==> src/rtl/piso_pkg.sv <==
package piso_pkg;

  // Per-cycle action on the stage chain, chosen by the edge controller.
  typedef enum logic [1:0] {
    ACT_HOLD  = 2'd0,
    ACT_LOAD  = 2'd1,
    ACT_SHIFT = 2'd2
  } act_e;

endpackage

==> src/rtl/piso_rst_sync.sv <==
module piso_rst_sync #(
  parameter int STAGES = 2
) (
  input  logic clk_i,
  input  logic rst_ni,
  output logic rst_sync_no
);

  logic [STAGES-1:0] chain_q;
  logic [STAGES-1:0] chain_d;

  always_comb begin
    chain_d = {chain_q[STAGES-2:0], 1'b1};
  end

  // Assertion is immediate, release waits STAGES edges.
  always_ff @(posedge clk_i or negedge rst_ni) begin
    if (!rst_ni) begin
      chain_q <= '0;
    end else begin
      chain_q <= chain_d;
    end
  end

  assign rst_sync_no = chain_q[STAGES-1];

endmodule

==> src/rtl/piso_sync.sv <==
module piso_sync #(
  parameter int STAGES = 2
) (
  input  logic clk_i,
  input  logic rst_ni,
  input  logic d_i,
  output logic q_o
);

  logic [STAGES-1:0] ff_q;
  logic [STAGES-1:0] ff_d;

  always_comb begin
    ff_d = {ff_q[STAGES-2:0], d_i};
  end

  always_ff @(posedge clk_i or negedge rst_ni) begin
    if (!rst_ni) begin
      ff_q <= '0;
    end else begin
      ff_q <= ff_d;
    end
  end

  assign q_o = ff_q[STAGES-1];

endmodule

==> src/rtl/piso_edge_ctl.sv <==
module piso_edge_ctl
  import piso_pkg::*;
(
  input  logic clk_i,
  input  logic rst_ni,
  input  logic sclk_s_i,
  input  logic inh_s_i,
  input  logic load_ni,
  output act_e act_o
);

  logic sclk_prev_q, sclk_prev_d;
  logic inh_prev_q,  inh_prev_d;
  logic sclk_rise, inh_rise;
  logic shift_evt;

  // Next-state for the edge history.
  always_comb begin
    sclk_prev_d = sclk_s_i;
    inh_prev_d  = inh_s_i;
  end

  always_ff @(posedge clk_i or negedge rst_ni) begin
    if (!rst_ni) begin
      sclk_prev_q <= 1'b0;
      inh_prev_q  <= 1'b0;
    end else begin
      sclk_prev_q <= sclk_prev_d;
      inh_prev_q  <= inh_prev_d;
    end
  end

  // The two pins are interchangeable: each one's rising edge counts only
  // while the other one sits low.
  always_comb begin
    sclk_rise = sclk_s_i & ~sclk_prev_q;
    inh_rise  = inh_s_i  & ~inh_prev_q;
    shift_evt = (sclk_rise & ~inh_s_i) | (inh_rise & ~sclk_s_i);
  end

  // Load is level-sensitive and wins over any coincident shift event.
  always_comb begin
    if (!load_ni) begin
      act_o = ACT_LOAD;
    end else if (shift_evt) begin
      act_o = ACT_SHIFT;
    end else begin
      act_o = ACT_HOLD;
    end
  end


  shift_only_unloaded_chk: assert property (@(posedge clk_i) disable iff (!rst_ni)
    (act_o == ACT_SHIFT) |-> load_ni);


  shift_needs_edge_chk: assert property (@(posedge clk_i) disable iff (!rst_ni)
    (act_o == ACT_SHIFT) |-> ($past(sclk_s_i) != sclk_s_i) || ($past(inh_s_i) != inh_s_i));

endmodule

==> src/rtl/piso_stage_chain.sv <==
module piso_stage_chain
  import piso_pkg::*;
#(
  parameter int WIDTH = 8
) (
  input  logic             clk_i,
  input  logic             rst_ni,
  input  act_e             act_i,
  input  logic [WIDTH-1:0] par_i,
  input  logic             ser_i,
  output logic [WIDTH-1:0] stage_o
);

  localparam int LAST = WIDTH - 1;

  logic [WIDTH-1:0] stage_q;
  logic [WIDTH-1:0] stage_d;
  logic             stage_en;

  always_comb begin
    stage_en = (act_i != ACT_HOLD);
  end

  // Per-stage next value: parallel input on load, upstream neighbour on shift.
  for (genvar k = 0; k < WIDTH; k++) begin : g_stage
    logic upstream;
    if (k == 0) begin : g_head
      assign upstream = ser_i;
    end else begin : g_body
      assign upstream = stage_q[k-1];
    end

    always_comb begin
      stage_d[k] = (act_i == ACT_LOAD) ? par_i[k] : upstream;
    end
  end

  always_ff @(posedge clk_i or negedge rst_ni) begin
    if (!rst_ni) begin
      stage_q <= '0;
    end else if (stage_en) begin
      stage_q <= stage_d;
    end
  end

  assign stage_o = stage_q;


  hold_stable_chk: assert property (@(posedge clk_i) disable iff (!rst_ni)
    (act_i == ACT_HOLD) |=> $stable(stage_q));


  shift_moves_chk: assert property (@(posedge clk_i) disable iff (!rst_ni)
    (act_i == ACT_SHIFT) |=> (stage_q[LAST:1] == $past(stage_q[LAST-1:0]))
                             && (stage_q[0] == $past(ser_i)));

endmodule

==> src/rtl/piso_inhibit_reg.sv <==
module piso_inhibit_reg
  import piso_pkg::*;
#(
  parameter int WIDTH       = 8,
  parameter int SYNC_STAGES = 2
) (
  input  logic             clk_i,
  input  logic             rst_ni,
  input  logic [WIDTH-1:0] par_i,
  input  logic             load_ni,
  input  logic             ser_i,
  input  logic             shift_clk_i,
  input  logic             inhibit_i,
  output logic             ser_o,
  output logic             ser_no
);

  localparam int LAST     = WIDTH - 1;
  localparam int NUM_PINS = 2;
  localparam int PIN_SCLK = 0;
  localparam int PIN_INH  = 1;

  logic                rst_sync_n;
  logic [NUM_PINS-1:0] pin_raw;
  logic [NUM_PINS-1:0] pin_sync;
  act_e                act;
  logic [WIDTH-1:0]    stage;

  piso_rst_sync #(
    .STAGES(SYNC_STAGES)
  ) u_rst_sync (
    .clk_i      (clk_i),
    .rst_ni     (rst_ni),
    .rst_sync_no(rst_sync_n)
  );

  assign pin_raw[PIN_SCLK] = shift_clk_i;
  assign pin_raw[PIN_INH]  = inhibit_i;

  for (genvar p = 0; p < NUM_PINS; p++) begin : g_pin_sync
    piso_sync #(
      .STAGES(SYNC_STAGES)
    ) u_sync (
      .clk_i (clk_i),
      .rst_ni(rst_sync_n),
      .d_i   (pin_raw[p]),
      .q_o   (pin_sync[p])
    );
  end

  piso_edge_ctl u_edge_ctl (
    .clk_i   (clk_i),
    .rst_ni  (rst_sync_n),
    .sclk_s_i(pin_sync[PIN_SCLK]),
    .inh_s_i (pin_sync[PIN_INH]),
    .load_ni (load_ni),
    .act_o   (act)
  );

  piso_stage_chain #(
    .WIDTH(WIDTH)
  ) u_chain (
    .clk_i  (clk_i),
    .rst_ni (rst_sync_n),
    .act_i  (act),
    .par_i  (par_i),
    .ser_i  (ser_i),
    .stage_o(stage)
  );

  assign ser_o  = stage[LAST];
  assign ser_no = ~stage[LAST];


  load_to_output_chk: assert property (@(posedge clk_i) disable iff (!rst_sync_n)
    !load_ni |=> (ser_o == $past(par_i[LAST])));

endmodule

==> config.mk <==
export PLATFORM = sky130hd
export DESIGN_NAME = piso_inhibit_reg
export DESIGN_NICKNAME = d
export VERILOG_FILES = /design/src/rtl/piso_pkg.sv /design/src/rtl/piso_rst_sync.sv /design/src/rtl/piso_sync.sv /design/src/rtl/piso_edge_ctl.sv /design/src/rtl/piso_stage_chain.sv /design/src/rtl/piso_inhibit_reg.sv
export SDC_FILE = /design/constraint.sdc
export NUM_CORES = 1
export LEC_CHECK = 0
export BUFFER_PORTS_ARGS = -buffer_cell sky130_fd_sc_hd__buf_2
export CAP_MARGIN = 20
export CORE_MARGIN = 2
export CORE_UTILIZATION = 30
export CTS_CLUSTER_DIAMETER = 80
export CTS_CLUSTER_SIZE = 30
export DETAILED_ROUTE_END_ITERATION = 12
export GPL_TIMING_DRIVEN = 0
export HOLD_SLACK_MARGIN = 0.08
export PLACE_DENSITY = 0.61
export SKIP_CTS_REPAIR_TIMING = 1
export SKIP_LAST_GASP = 1
export SLEW_MARGIN = 0
export SYNTH_ARGS = -nofsm -noshare
export SYNTH_HDL_FRONTEND = slang
export SYNTH_HIERARCHICAL = 1
export SYNTH_SLANG_ARGS = --single-unit
==> constraint.sdc <==
create_clock -name clk_i -period 0.8 [get_ports clk_i]
set_input_delay 0 -clock clk_i [delete_from_list [all_inputs] [get_ports clk_i]]
set_output_delay 0 -clock clk_i [all_outputs]
set_load 0.01 [all_outputs]
==> results.json <==
{
  "dp.cells": 90,
  "max-slew-margin-rel_pct": 62.7,
  "report.final.slew_viol_count": 0,
  "synthCells": 48,
  "drc_errors": 0,
  "worstPathMaxFanout": 6,
  "yosysSeqAreaShare_pct": 66.0,
  "wl_per_cell_um": 10.6,
  "clk_pin_slew_ps": 90,
  "rsz0062_at_grt": "yes",
  "cp_data_arrival_time_ps": 1600,
  "wl_um": 1170,
  "most-common-layout-cells": "16 x dfrtp_1, 15 x buf_2, 13 x dlygate4sd3_1, 8 x mux2i_1",
  "nets": 100,
  "syn_nets": 62,
  "globalRouteMet3Util_pct": 4.91,
  "avgSynthCellArea_um2": 12.6,
  "utilization_pct": 47.8,
  "use_met1_pct": 13.5,
  "hold_ws_ps": 156,
  "peakVddDrop_mv": 1.39,
  "std_cell_rows": 16,
  "startpoint_type": "flip-flop",
  "cts_max_path_buffers": 2,
  "status": "finished with violations",
  "cts_root_buffer": "clkbuf_4",
  "numPortBuffers": 15,
  "htree_levels": 1,
  "cts.sink_count": 16,
  "fin_ws_ps": -589,
  "grt_max_degree": 15,
  "gp_congestion": 0.691,
  "hp-class": "in2reg",
  "dpl.hpwl_um": 694,
  "grt_pass1_vias": 382,
  "setup-violations-final": 10,
  "drive_gt1_share_pct": 35.7,
  "cts_made_buffers": 3,
  "worstPathRequired_ps": 1010,
  "final_antenna_net_count": 0,
  "crit_path_top_delay_cell": "dfrtp_1",
  "syn2layout_area_growth_pct": 53.0,
  "critical_path.cell_chain": "or3b_4 -> a21oi_4 -> buf_4 -> nand2_1 -> o21ai_1",
  "die_area_um2": 2400,
  "die_h_um": 49.0,
  "skew_ps": 10.7,
  "grt_busiest_layer": "met1",
  "worstSetupPathType": "reg2reg",
  "start_util_pct": 31.3,
  "met2_usage_pct": 13.0,
  "vias": 457,
  "stdcell_count": 111,
  "io_pins": 16,
  "crit_path_end_kind": "flip-flop",
  "violations": "negative setup slack",
  "fp.dieW_um": 49.0,
  "core-area_um2": 1940,
  "ys_ff_latch": 16,
  "diodes": 0,
  "final_hold_viol_count": 0,
  "fillers": 192,
  "layout_commonest_cell": "dfrtp_1",
  "overflow": 0,
  "antenna_found_initial": 0,
  "fmax_ghz": 0.720,
  "power_density_nw_per_um2": 1730,
  "synth_cell_types": 9,
  "cts_tree": "yes",
  "gr-usage-all-layers_pct": 9.46,
  "slowest_delay_ps": 400,
  "synth_area_um2": 607,
  "viasPerCell": 4.12,
  "leakage_nw": 0.443,
  "min_period_over_period_pct": 174,
  "worstMarginPinSlew_ps": 559,
  "clk_latency_ps": 280,
  "maxCapViolations": 0,
  "drtIter0Drc": 7,
  "grt_pass1_wl_um": 1700,
  "ys_warn_count": 6,
  "finalCriticalPeriod_ps": 1390,
  "dr.pass1.iters": 5
}
==> routing by layer <==
metal  up-vias  part of all wire (%)
met5         -                     0
met4         0                     0
met3         0                   6.0
met2        16                    49
met1       211                    45
li1        230                     -
==> logic make-up (layout without fill, tap and decap cells) <==
group	Yosys count	in the layout	share of synthesized area [%]
and+or+nand+nor	10	10	7.84
DFF	16	16	66.0
buffers and inverters	4	40	4.95
AOI/OAI and AO/OA	9	9	7.42
other	1	1	0.618
muxes	8	8	13.2
==> sequential cells by signal (all words and copies together) (netlist names) <==
name and flops:
u_edge_ctl/sclk_prev_q 1, u_rst_sync/chain_q 2, u_chain/stage_o 8, u_edge_ctl/inh_prev_q 1
g_pin_sync.u_sync/ff_q 4
==> synth_stat cells <==
| master | instances | share of area (%) |
|---|---|---|
| dfrtp_1 | 16 | 66 |
| mux2i_1 | 8 | 13 |
| nand2_1 | 8 | 4.9 |
| o21ai_1 | 8 | 6.6 |
| buf_6 | 2 | 3.7 |
| inv_1 | 2 | 1.2 |
| or3b_1 | 2 | 2.9 |
| a21oi_1 | 1 | 0.82 |
| conb_1 | 1 | 0.62 |
==> path summary, 6_finish.rpt <==
| path | depth (start not counted) | to | slack, ps | from |
|---|---|---|---|---|
| hold / removal | 4 | u_chain/stage_o[0] | 160 | load_ni |
| hold reg to reg | 0 | u_chain/stage_o[0] | 220 | u_rst_sync/chain_q[1] |
| max in group asynchronous | 3 | u_rst_sync/chain_q[0] | 120 | rst_ni |
| min in group asynchronous | 0 | u_chain/stage_o[0] | 220 | u_rst_sync/chain_q[1] |
| setup / recovery | 5 | u_chain/stage_o[4] | -590 | g_pin_sync[0].u_sync/ff_q[1] |
| setup reg to reg | 5 | u_chain/stage_o[4] | -590 | g_pin_sync[0].u_sync/ff_q[1] |
==> report_power, final <==
group	internal, mW	switching [mW]	total (mW)	leakage, nW
Sequential	0.886	0.0547	0.941	0.189
Combinational	0.159	0.0980	0.256	0.241
Clock	0.175	0.230	0.405	0.0138
==> worst max-delay path, delay by kind of cell, from the launching register on <==
kind                   cells  cell delay [ps]
and+or+nand+nor            2              440
DFF                        1              400
AOI/OAI and AO/OA          2              310
buffers and inverters      1              180
==> stage by stage <==
stage               power (mW)  setup TNS (ps)  worst slack [ps]  cell area [µm²]
global route              1.69           -5160              -645              928
floorplan                 1.06           -3810              -476              621
global placement          1.12           -4600              -591              729
finish                    1.60           -4550              -589              928
CTS                       1.55           -5010              -627              752
detailed placement        1.13           -4690              -594              729
==> final cells by class <==
class | count | area, µm² | area share, %
plain buffers | 2 | 22.5 | 2.43
inverters | 2 | 7.51 | 0.809
flip-flops and latches | 16 | 400 | 43.1
clock buffers | 3 | 22.5 | 2.43
well taps | 27 | 33.8 | 3.64
multi-input cells | 28 | 199 | 21.4
repair buffers | 33 | 243 | 26.1
Power figures use the tool's default switching activity.
